$ cat config.mk
export PLATFORM = sky130hd
export DESIGN_NAME = fnan_select
export DESIGN_NICKNAME = d
export VERILOG_FILES = /design/src/rtl/fnan_pkg.sv /design/src/rtl/fnan_classify.sv /design/src/rtl/fnan_order.sv /design/src/rtl/fnan_pick.sv /design/src/rtl/fnan_select.sv
export SDC_FILE = /design/constraint.sdc
export NUM_CORES = 1
export LEC_CHECK = 0
export BUFFER_PORTS_ARGS = -buffer_cell sky130_fd_sc_hd__buf_4
export CAP_MARGIN = 5
export CORE_MARGIN = 3
export CORE_UTILIZATION = 51
export DETAILED_ROUTE_END_ITERATION = 12
export GPL_TIMING_DRIVEN = 0
export PLACE_DENSITY = 0.89
export REMOVE_ABC_BUFFERS = 1
export SETUP_SLACK_MARGIN = 0.1
export SLEW_MARGIN = 25
export SYNTH_ARGS = -nofsm -noshare
export SYNTH_HDL_FRONTEND = slang
export SYNTH_HIERARCHICAL = 1
export SYNTH_SLANG_ARGS = --single-unit
$ cat constraint.sdc
create_clock -name clk -period 4.4 [get_ports clk]
set_clock_uncertainty 0.15 [all_clocks]
set_input_delay 0.88 -clock clk [delete_from_list [all_inputs] [get_ports clk]]
set_output_delay 0.88 -clock clk [all_outputs]
set_load 0.02 [all_outputs]
$ cat src/rtl/fnan_pkg.sv
package fnan_pkg;
  typedef enum logic [1:0] {
    CLS_NUM  = 2'd0,
    CLS_QNAN = 2'd1,
    CLS_SNAN = 2'd2
  } nan_cls_e;

  typedef enum logic [1:0] {
    PICK_SIG_FIRST = 2'd0,
    PICK_A_FIRST   = 2'd1,
    PICK_LARGER    = 2'd2,
    PICK_SPARE     = 2'd3
  } pick_pol_e;
endpackage

$ cat src/rtl/fnan_classify.sv
module fnan_classify
  import fnan_pkg::*;
#(
  parameter int EXP_W  = 8,
  parameter int FRAC_W = 23,
  localparam int MAG_W = EXP_W + FRAC_W
) (
  input  logic [MAG_W-1:0] mag,
  input  logic             snan_pol,
  output nan_cls_e         cls
);
  logic exp_max;
  logic frac_nz;
  logic top_bit;

  assign exp_max = &mag[MAG_W-1:FRAC_W];
  assign frac_nz = |mag[FRAC_W-1:0];
  assign top_bit = mag[FRAC_W-1];

  always_comb begin
    if (!exp_max || !frac_nz) cls = CLS_NUM;
    else if (top_bit ^ snan_pol) cls = CLS_QNAN;
    else cls = CLS_SNAN;
  end
endmodule

$ cat src/rtl/fnan_order.sv
module fnan_order #(
  parameter int W = 32
) (
  input  logic [W-1:0] a,
  input  logic [W-1:0] b,
  output logic         a_larger
);
  logic [W-2:0] a_mag;
  logic [W-2:0] b_mag;

  assign a_mag = a[W-2:0];
  assign b_mag = b[W-2:0];

  // magnitude decides; on a tie the smaller full word (positive sign) wins
  assign a_larger = (a_mag > b_mag) || ((a_mag == b_mag) && (a < b));
endmodule

$ cat src/rtl/fnan_pick.sv
module fnan_pick
  import fnan_pkg::*;
(
  input  pick_pol_e policy,
  input  nan_cls_e  cls_a,
  input  nan_cls_e  cls_b,
  input  logic      a_larger,
  output logic      pick_b
);
  always_comb begin
    pick_b = 1'b0;
    unique case (policy)
      PICK_A_FIRST: pick_b = (cls_a == CLS_NUM);
      PICK_LARGER: begin
        if (cls_a == CLS_SNAN) begin
          if (cls_b == CLS_SNAN) pick_b = !a_larger;
          else pick_b = (cls_b == CLS_QNAN);
        end else if (cls_a == CLS_QNAN) begin
          if (cls_b == CLS_QNAN) pick_b = !a_larger;
          else pick_b = 1'b0;
        end else begin
          pick_b = 1'b1;
        end
      end
      default: begin
        if (cls_a == CLS_SNAN) pick_b = 1'b0;
        else if (cls_b == CLS_SNAN) pick_b = 1'b1;
        else if (cls_a == CLS_QNAN) pick_b = 1'b0;
        else pick_b = 1'b1;
      end
    endcase
  end
endmodule

$ cat src/rtl/fnan_select.sv
module fnan_select
  import fnan_pkg::*;
#(
  parameter int EXP_W  = 8,
  parameter int FRAC_W = 23,
  localparam int W     = 1 + EXP_W + FRAC_W
) (
  input  logic         clk,
  input  logic         rst,
  input  logic         in_vld,
  input  logic [W-1:0] opa,
  input  logic [W-1:0] opb,
  input  logic [1:0]   policy,
  input  logic         dnan_mode,
  input  logic         snan_pol,
  output logic         res_vld,
  output logic [W-1:0] res_val,
  output logic         res_invalid
);
  localparam int NOPS = 2;

  logic [NOPS-1:0][W-1:0] ops;
  nan_cls_e               cls [NOPS];
  logic                   a_larger;
  logic                   pick_b;
  logic [W-1:0]           chosen;
  nan_cls_e               chosen_cls;
  logic [W-1:0]           dflt_nan;
  logic [W-1:0]           quiet_val;
  logic [W-1:0]           res_next;
  logic                   inv_next;

  assign ops[0] = opa;
  assign ops[1] = opb;

  for (genvar g = 0; g < NOPS; g++) begin : g_cls
    fnan_classify #(.EXP_W(EXP_W), .FRAC_W(FRAC_W)) cls_i (
      .mag      (ops[g][W-2:0]),
      .snan_pol (snan_pol),
      .cls      (cls[g])
    );
  end

  fnan_order #(.W(W)) order_i (
    .a        (opa),
    .b        (opb),
    .a_larger (a_larger)
  );

  fnan_pick pick_i (
    .policy   (pick_pol_e'(policy)),
    .cls_a    (cls[0]),
    .cls_b    (cls[1]),
    .a_larger (a_larger),
    .pick_b   (pick_b)
  );

  assign chosen     = pick_b ? opb : opa;
  assign chosen_cls = pick_b ? cls[1] : cls[0];

  assign dflt_nan = snan_pol ? {1'b0, {EXP_W{1'b1}}, 1'b0, {(FRAC_W-1){1'b1}}}
                             : {1'b0, {EXP_W{1'b1}}, 1'b1, {(FRAC_W-1){1'b0}}};

  always_comb begin
    quiet_val = chosen;
    if (snan_pol) quiet_val = dflt_nan;
    else quiet_val[FRAC_W-1] = 1'b1;
  end

  assign res_next = dnan_mode ? dflt_nan
                  : (chosen_cls == CLS_SNAN) ? quiet_val : chosen;
  assign inv_next = (cls[0] == CLS_SNAN) || (cls[1] == CLS_SNAN);

  always_ff @(posedge clk) begin
    if (rst) begin
      res_vld     <= 1'b0;
      res_val     <= '0;
      res_invalid <= 1'b0;
    end else begin
      res_vld <= in_vld;
      if (in_vld) begin
        res_val     <= res_next;
        res_invalid <= inv_next;
      end
    end
  end
endmodule

=== Yosys cells after proc, flatten, opt, wreduce, memory -nomap -nowiden ===
Index checks and enable logic that the tools add are counted.

* Register bits after elaboration: 34
* Bits in latches: 0
* Memory bits (writable): 0
* Memory bits (read-only): 0
* Input bits: 71
* Output and inout bits: 34
* Logic and storage cells: 50
* Memories: 0

* Add/subtract/negate cells: 0
* Multipliers: 0
* Div/mod/pow operators: 0
* Magnitude comparators: 2
* Equality and inequality tests: 8
* Shifts and indexed selects: 0
* Multiplexer cells: 20
* Bitwise gates (word level): 2
* Reductions and logical operators: 15

{| class="wikitable"
|+ Operators by type and width
! cell !! count
|-
| 32-bit two-way mux || 3
|-
| 23-bit OR reduction || 2
|-
| 32-bit less-than comparator || 1
|-
| 31-bit equality test || 1
|-
| 31-bit > comparator || 1
|-
| 23-bit two-way mux || 1
|-
| 22-bit two-way mux || 1
|-
| 8-bit AND reduction || 2
|-
| 2-bit two-way mux || 5
|-
| 9-bit two-way mux || 1
|-
| 2-bit equality test (second input constant) || 4
|-
| 1-bit two-way mux || 8
|-
| 2-bit by 1-bit equality test with 1-bit output (second input constant) || 3
|-
| 1-bit zero test || 5
|-
| 1-bit logical OR || 4
|-
| 2-bit zero test || 1
|-
| 1-bit one-hot mux with 2 select lines || 1
|-
| 1-bit bitwise XOR || 2
|-
| 1-bit logical AND || 1
|}

=== Logic depth before layout (Yosys ltp) ===
Gate-level depths: netlist of run 1.

* Depth in word-level cells: 13
* Mapped depth: 17
* Gate-level depth less buffers: 15

=== Hierarchy ===
Netlist of run 1, hierarchy kept.

{| class="wikitable"
|+ Modules (own cells, without submodules)
! module !! times used !! cells an instance !! area an instance (um2)
|-
| fnan_select || 1 || 188 || 1,736.7
|-
| fnan_order || 1 || 128 || 888.4
|-
| fnan_classify || 2 || 15 || 102.6
|-
| fnan_pick || 1 || 15 || 101.3
|}

=== Least setup slack after synthesis of run 1 ===
No wires, ideal clock.

* Kind: input -> register
* Start: input opb[29]
* End: register res_val[10]
* Setup time: 132 ps
* Data arrival time: 3,699 ps
* Slack: 419 ps
* Stages on the path: 16
* Cells stage by stage: inv_1 -> ha_1 -> a21o_1 -> a21oi_2 -> o21ai_1 -> a21o_1 -> a2111o_1 -> a41oi_2 -> nand2b_1 -> nand4b_1 -> a41o_1 -> buf_6 -> and3b_4 -> o311ai_4 -> buf_6 -> a21oi_1

{| class="wikitable"
|+ RTL lines
! item !! line !! text
|-
| start, declared || fnan_select.sv:12 || <nowiki>input logic [W-1:0] opb,</nowiki>
|-
| 32-bit less-than comparator / 31-bit equality test (equally long branches) || fnan_order.sv:15 || <nowiki>assign a_larger = (a_mag > b_mag) || ((a_mag == b_mag) && (a < b));</nowiki>
|-
| 1-bit logical AND || fnan_order.sv:15 ||
|-
| 1-bit logical OR (*) || fnan_order.sv:15 ||
|-
| named net a_larger || fnan_select.sv:24 || <nowiki>logic a_larger;</nowiki>
|-
| 1-bit zero test (*) || fnan_pick.sv:16, fnan_pick.sv:19 ||
|-
| 1-bit two-way mux || fnan_pick.sv:19 || <nowiki>if (cls_b == CLS_QNAN) pick_b = !a_larger;</nowiki>
|-
| 1-bit two-way mux || fnan_pick.sv:18 || <nowiki>end else if (cls_a == CLS_QNAN) begin</nowiki>
|-
| 1-bit two-way mux (*) || fnan_pick.sv:15 || <nowiki>if (cls_a == CLS_SNAN) begin</nowiki>
|-
| 1-bit one-hot mux with 2 select lines (*) || fnan_pick.sv:12 || <nowiki>unique case (policy)</nowiki>
|-
| named net pick_b || fnan_select.sv:25 || <nowiki>logic pick_b;</nowiki>
|-
| 2-bit two-way mux / 32-bit two-way mux (equally long branches) || fnan_select.sv:59, fnan_select.sv:58 ||
|-
| 2-bit equality test / 22-bit two-way mux (equally long branches) || fnan_select.sv:71, fnan_select.sv:66 ||
|-
| 32-bit two-way mux (*) || fnan_select.sv:71 || <nowiki>: (chosen_cls == CLS_SNAN) ? quiet_val : chosen;</nowiki>
|-
| 32-bit two-way mux (*) || fnan_select.sv:70 || <nowiki>assign res_next = dnan_mode ? dflt_nan</nowiki>
|-
| end signal, assigned || fnan_select.sv:82 || <nowiki>res_val <= res_next;</nowiki>
|-
| end, declared || fnan_select.sv:17 || <nowiki>output logic [W-1:0] res_val,</nowiki>
|}

The timed path passes the listed nets; every way through them passes the cells marked *.
A chain may end at the register's enable or synchronous reset.

=== Worst setup path in the final report of run 1 ===
* Start: input opa[29]
* End: register res_val[15]

{| class="wikitable"
|+ RTL lines
! item !! line !! text
|-
| start, declared || fnan_select.sv:11 || <nowiki>input logic [W-1:0] opa,</nowiki>
|-
| 32-bit less-than comparator / 31-bit equality test (equally long branches) || fnan_order.sv:15 ||
|-
| 1-bit logical AND || fnan_order.sv:15 ||
|-
| 1-bit logical OR (*) || fnan_order.sv:15 ||
|-
| named net a_larger || fnan_select.sv:24 ||
|-
| 1-bit zero test (*) || fnan_pick.sv:16, fnan_pick.sv:19 ||
|-
| 1-bit two-way mux || fnan_pick.sv:19 ||
|-
| 1-bit two-way mux || fnan_pick.sv:18 ||
|-
| 1-bit two-way mux (*) || fnan_pick.sv:15 ||
|-
| 1-bit one-hot mux with 2 select lines (*) || fnan_pick.sv:12 ||
|-
| named net pick_b || fnan_select.sv:25 ||
|-
| 2-bit two-way mux / 32-bit two-way mux (equally long branches) || fnan_select.sv:59, fnan_select.sv:58 ||
|-
| 2-bit equality test / 22-bit two-way mux (equally long branches) || fnan_select.sv:71, fnan_select.sv:66 ||
|-
| 32-bit two-way mux (*) || fnan_select.sv:71 ||
|-
| 32-bit two-way mux (*) || fnan_select.sv:70 ||
|}

Marked as above.

==> qor.csv, run 1 <==
metric,value,unit
WP buf/inv,3,
ratio of final minimum period to clock period,0.9224,
largest net degree at the start of global routing,41,
diode count,0,
maximum fanout encountered on the critical timing path,23,
Ports,105,
width of the die,81.82,um
layout-stage area growth over the synthesis result,32.35,%
Port Buffers,104,
Avg WL per Cell,16.23,um
Worst path slowest cell,sky130_fd_sc_hd__a2111o_1,
Design Power,0.9196,mW
wire length of the first global-routing pass,14.06,mm
Setup crit start kind,primary input,
Starting Density,0.5495,
routability congestion estimate,0.9025,
number of synthesized flops with an enable pin,0,
total congestion overflow,0,
Worst Setup Slack post-DPL,-498.9,ps
run status,finished clean,
met3 demand-to-capacity share in global routing,0.06250,
number of DRC markers after the initial detailed-route iteration,191,
delay contributed by the slowest stage of the critical path,360,ps
number of H-tree branching levels,2,
Worst-Margin Slew,652.9,ps
number of hold-repair buffers added at the cts stage,0,
Arrival @ worst endpoint,4060,ps
placed cell area,3755,um^2
Mean Syn Cell Area,8.121,um^2
drt first pass iters,4,
Power Density,237.0,nW/um^2
final worst setup slack,341.5,ps
number of global-route vias before repair,3035,
clk_lat worst skew,280,ps
"antenna viol nets, final",0,
total via count after detailed routing,3073,
synthesized area,2932,um^2
overall die area,6694,um^2
vias per cell,5.820,
final critical path time including I/O delays and setup,4058,ps
global routing usage summed across all routing layers,0.2662,
Filler Cells Inserted,433,
relative slew slack,0.5621,
number of register bits inferred by synthesis,34,
antenna violations before repair,0,
cell-by-cell trace of the critical path,buf_4 -> ha_1 -> a21o_1 -> a21oi_2 -> o21ai_1 -> a21o_1 -> a2111o_1 -> a41oi_2 -> nand2b_1 -> nand4b_1 -> a41o_4 -> buf_16 -> and3b_4 -> o311ai_4 -> buf_12 -> a21oi_1,
proportion of synthesized flip-flops having asynchronous set or reset,0,
number of clock sinks,34,
total core area,5335,um^2
Final Max Tran Viols,0,
global-route track usage on met1,0.3133,
clock transition at the registers of the reported paths,60,ps
count of mapped cells out of synthesis,361,
CP endpoint kind,register,
met2 usage in global routing,0.4782,
Most Frequent Cell on Critical Path,sky130_fd_sc_hd__a21o_1,
sequential fraction of the synthesis area,0.2322,
Synth cell types,47,
Leak,1.859,nW
total of endpoints with negative setup slack in the final report,0,
kind of critical path,in -> reg,
setup repair after global routing missed its margin,no,
Hold Fails Final Rpt,0,
Yosys warnings,6,
Hold Worst Slack,328.4,ps
TritonCTS clock tree,built,
fraction of layout cells with a size suffix above 1,0.3231,
Hold Path Class,reg -> reg,
"Top FF cell, synth",sky130_fd_sc_hd__dfxtp_1,
Final HPWL DP,6.659,mm
routed wire length,8.570,mm
DR DRC count,0,
cell type group with the largest total delay on the critical path,compound AO/OA/AOI/OAI gates,
root buffer selected by CTS,sky130_fd_sc_hd__clkbuf_8,
busiest layer in global routing,met2,
placement row count,26,
critical path required time,4400,ps
number of max-capacitance violations reported,0,
total non-filler cell area in the finished layout,3880,um^2
worst IR drop on VDD,0.1472,mV
Fmax achieved,246.4,MHz
Final #Nets,564,
share of the core filled with cells in the final layout,0.7273,
buffer levels on the longest clock path,2,
Die Y-Extent,81.82,um
Num CTS Buffers,5,
## what timing repair did
item	4_1_cts	5_1_grt
gates resized for setup	1	1
pin swaps	1	2
setup endpoints to repair	21	31
setup buffers	1	1
## sequential cells by signal (all words and copies together) (netlist names)
name and cells:
res_val 32, res_vld 1, res_invalid 1
## through the flow
stage                     setup TNS (ps)  cells
after detailed placement          -10020    520
final                                  0    528
after CTS                              0    527
after floorplan                    -2500    344
after global placement            -24680    518
after global routing                   0    528
## report_power, final
part	internal, mW	switching [mW]	total (mW)
logic	0.171	0.177	0.347
registers	0.330	0.0112	0.342
clock network	0.121	0.110	0.231
total	0.622	0.298	0.920
## per-layer routing
layer / up-vias / part of all wire
met1: 1448 / 0.40
met3: 18 / 0.072
li1: 1494 / -
met4: 0 / 0.018
met2: 113 / 0.51
met5: - / 0
## tightest hold or removal path, delay by kind of cell (launching register included)
kind	cells	cell delay [ps]
AOI/OAI and AO/OA	1	50
and+or+nand+nor	1	70
DFF	1	310
## cell families (layout without fill, tap and decap cells)
group,count (synthesis),in the layout,share of synthesized area
xor+xnor,2,2,0.005976
simple gates,105,105,0.2070
fa+ha+maj,34,34,0.1451
buf+inv,57,154,0.08237
compound gates,98,98,0.2130
flops,34,34,0.2322
mux,31,31,0.1144
## synth_stat cells (all sizes together), types with 8 or more instances
cell type / count / share of area
a211oi: 12 / 0.031
a21oi: 56 / 0.097
buf: 9 / 0.021
clkbuf: 8 / 0.010
dfxtp: 34 / 0.23
ha: 34 / 0.15
inv: 40 / 0.051
mux2: 20 / 0.077
mux2i: 11 / 0.038
nand2: 11 / 0.014
nand3: 8 / 0.014
nor2: 24 / 0.031
nor2b: 23 / 0.049
## layout make-up
type / instances / area, um^2 / share of cell area
clock buffer: 6 / 82.58 / 0.02128
timing repair buffer: 108 / 850.8 / 0.2193
tap: 70 / 87.58 / 0.02257
inverter: 40 / 150.1 / 0.03870
multi-input combinational: 270 / 2028 / 0.5227
sequential: 34 / 680.7 / 0.1754
## worst paths after layout
path | cells after the start | slack [ps] | to | startpoint
hold reg to reg | 2 | 330 | res_val[31]$_SDFFE_PP0P_ | res_val[31]$_SDFFE_PP0P_
setup / recovery | 16 | 340 | res_val[15]$_SDFFE_PP0P_ | opa[29]
setup reg to reg | 3 | 3460 | res_val[18]$_SDFFE_PP0P_ | res_val[18]$_SDFFE_PP0P_
hold / removal | 2 | 330 | res_val[31]$_SDFFE_PP0P_ | res_val[31]$_SDFFE_PP0P_
## layout by cell type, fill, tap and decap left out, types with 3 or more instances in the layout
cell / n
sky130_fd_sc_hd__nor2_1: 24
sky130_fd_sc_hd__mux2_2: 20
sky130_fd_sc_hd__mux2i_1: 11
sky130_fd_sc_hd__and4_1: 6
sky130_fd_sc_hd__buf_4: 105
sky130_fd_sc_hd__nor4_1: 6
sky130_fd_sc_hd__o21ai_1: 4
sky130_fd_sc_hd__nand2b_1: 6
sky130_fd_sc_hd__a21oi_1: 55
sky130_fd_sc_hd__clkbuf_8: 6
sky130_fd_sc_hd__a21o_1: 4
sky130_fd_sc_hd__nor3_1: 5
sky130_fd_sc_hd__dfxtp_1: 34
sky130_fd_sc_hd__o21a_1: 3
sky130_fd_sc_hd__nand3_1: 8
sky130_fd_sc_hd__ha_1: 34
sky130_fd_sc_hd__inv_1: 40
sky130_fd_sc_hd__o211ai_1: 3
sky130_fd_sc_hd__nor2b_1: 22
sky130_fd_sc_hd__a211oi_1: 12
sky130_fd_sc_hd__nand2_1: 11
sky130_fd_sc_hd__nand4_1: 6
No activity file was read; power rests on OpenSTA's default activity.
==> run 2, diff against run 1 <==
CORE_UTILIZATION = 30   (was 51)
PLACE_DENSITY = 0.6   (was 0.89)
==> run 2 against run 1 <==
  * Critical path depth fell by 1
  * Routed wire length rose by 5.7%
  * Sequential power barely moved
  * Global-route usage fell by 10 points
  * Largest cell class unchanged
  * Highest routed layer unchanged
==> qor.csv, run 2 (synthesis gave the netlist of run 1 again) <==
metric,value,unit
width of the die,104.9,um
launching element of the worst setup path,opa[29],
NetSw,0.3048,mW
critical path required time,4420,ps
vias per cell,4.980,
Hold Path Class,reg -> reg,
root buffer selected by CTS,sky130_fd_sc_hd__clkbuf_8,
routability congestion estimate,0.8454,
"antenna viol nets, final",0,
Leak,1.860,nW
Final Max Tran Viols,0,
diode count,0,
clock transition at the registers of the reported paths,70,ps
met3 demand-to-capacity share in global routing,0.03953,
met2 usage in global routing,0.2805,
total core area,9371,um^2
largest net degree at the start of global routing,41,
number of hold-repair buffers added at the cts stage,0,
FF-to-FF Start,res_val[17]$_SDFFE_PP0P_,
setup repair after global routing missed its margin,no,
Clk network pwr share,0.298,
overall die area,10990,um^2
total via count after detailed routing,2928,
Worst R2R End,res_val[17]$_SDFFE_PP0P_,
number of global-route vias before repair,3048,
Hold Worst Slack,323.9,ps
Biggest register,res_val,
share of the core filled with cells in the final layout,0.4219,
final critical path time including I/O delays and setup,4118,ps
kind of critical path,in -> reg,
Avg WL per Cell,15.41,um
TritonCTS clock tree,built,
number of clock sinks,34,
CP endpoint kind,register,
global-route track usage on met1,0.2104,
ratio of final minimum period to clock period,0.9359,
routed wire length,9.059,mm
Die Y-Extent,104.9,um
busiest layer in global routing,met2,
antenna violations before repair,0,
Worst-Margin Slew,609.3,ps
Final HPWL DP,7.170,mm
number of max-capacitance violations reported,0,
Hold Fails Final Rpt,0,
maximum fanout encountered on the critical timing path,13,
leading registers by flop count,"res_val: 32 flops, res_invalid: 1 flops, res_vld: 1 flops",
number of H-tree branching levels,2,
Final #Nets,563,
Setup crit start kind,primary input,
worst IR drop on VDD,0.1108,mV
Num CTS Buffers,5,
buffer levels on the longest clock path,2,
Ports,105,
DR DRC count,0,
Starting Density,0.3128,
number of DRC markers after the initial detailed-route iteration,113,
Worst Setup Slack post-DPL,-352.3,ps
Port Buffers,104,
drt first pass iters,4,
part of the total power dissipated in combinational logic,0.351,
clk_lat worst skew,280,ps
share of total power consumed by net switching,0.3138,
Fmax achieved,242.8,MHz
Register-to-Register Path Depth,3,
fraction of layout cells with a size suffix above 1,0.3181,
most common library cell in the layout ignoring fill and taps,sky130_fd_sc_hd__buf_4,
global routing usage summed across all routing layers,0.1623,
"commonest non-fill, non-tap cells in the layout","sky130_fd_sc_hd__buf_4, sky130_fd_sc_hd__a21oi_1, sky130_fd_sc_hd__inv_1",
total of endpoints with negative setup slack in the final report,0,
power share of the sequential group,0.351,
final worst setup slack,282.0,ps
Power Density,245.7,nW/um^2
Largest register FFs,32,
internal power,0.6666,mW
Arrival @ worst endpoint,4140,ps
total congestion overflow,0,
layout-stage area growth over the synthesis result,34.87,%
crit path to,res_val[21]$_SDFFE_PP0P_,
wire length of the first global-routing pass,14.84,mm
Worst Hold Depth,2,
placement row count,35,
relative slew slack,0.5914,
run status,finished clean,
setup slack of the worst register-to-register path,3480,ps
## run 2: cell count changes in the layout (fill, tap and decap cells not counted), sizes merged
cell,change
clkbuf,+1
bufinv,+1
buf,-1
## run 2: final cells by class
cell class | instances | area [um^2]
clock buffer | 7 | 76.32
timing repair buffer | 107 | 832.0
clock inverter | 1 | 30.03
sequential | 34 | 680.7
tap | 129 | 161.4
multi-input combinational | 270 | 2023
inverter | 40 | 150.1
fill | 1002 | 5418
## run 2: per-stage QoR
step / instance area [um^2] / TNS [ps] / cells / power (mW)
4_1_cts: 3944 / 0 / 588 / 0.9824
5_1_grt: 3954 / 0 / 588 / 1.036
3_5_place_dp: 3817 / -6469 / 579 / 0.6868
2_1_floorplan: 2840 / -2500 / 344 / 0.5316
6_report: 3954 / 0 / 588 / 0.9714
3_3_place_gp: 3782 / -28210 / 577 / 0.6776
## run 2: routing by layer
metal / part of all wire / vias to the layer above / wire, um
met5: 0 / - / 0
met4: 0.0025 / 0 / 23
met3: 0.058 / 2 / 527
met2: 0.48 / 76 / 4393
met1: 0.45 / 1355 / 4115
li1: - / 1495 / -
## run 2: power groups by stage
stage                     Sequential (mW)  Combinational, mW  Clock [mW]
after floorplan                     0.374              0.157           0
after global placement              0.348              0.330           0
after detailed placement            0.348              0.339           0
after CTS                           0.341              0.342       0.299
after global routing                0.344              0.377       0.315
final                               0.341              0.341       0.289
## run 2: worst min-delay path by stage
| stage | from | end | slack (ps) |
|---|---|---|---|
| after CTS | res_val[22]$_SDFFE_PP0P_ | res_val[22]$_SDFFE_PP0P_ | 330 |
| after floorplan | res_val[22]$_SDFFE_PP0P_ | res_val[22]$_SDFFE_PP0P_ | 390 |
| final | res_val[22]$_SDFFE_PP0P_ | res_val[22]$_SDFFE_PP0P_ | 320 |
| after global routing | res_val[22]$_SDFFE_PP0P_ | res_val[22]$_SDFFE_PP0P_ | 350 |
| after detailed placement | res_val[22]$_SDFFE_PP0P_ | res_val[22]$_SDFFE_PP0P_ | 320 |
| after global placement | res_val[22]$_SDFFE_PP0P_ | res_val[22]$_SDFFE_PP0P_ | 310 |
## run 2: repair_timing
item | in CTS | in global routing
cloned | 0 | 0
endpoints found under the hold margin | 0 | 0
endpoints found under the setup margin | 19 | 2
pin swaps | 1 | 0
resized for setup | 0 | 1
setup buffers | 1 | 0
## run 2: worst max-delay path: stages
cell                       delay, ps
sky130_fd_sc_hd__buf_4           120
sky130_fd_sc_hd__ha_1            320
sky130_fd_sc_hd__a21o_1          200
sky130_fd_sc_hd__a21oi_2         170
sky130_fd_sc_hd__o21ai_1          90
sky130_fd_sc_hd__a21o_1          200
sky130_fd_sc_hd__a2111o_1        370
sky130_fd_sc_hd__a41oi_2         240
sky130_fd_sc_hd__nand2b_1        130
sky130_fd_sc_hd__nand4b_1        130
sky130_fd_sc_hd__a41o_4          400
sky130_fd_sc_hd__and3b_4         240
sky130_fd_sc_hd__o31ai_1         310
sky130_fd_sc_hd__nand2_1         130
sky130_fd_sc_hd__o21a_1          210
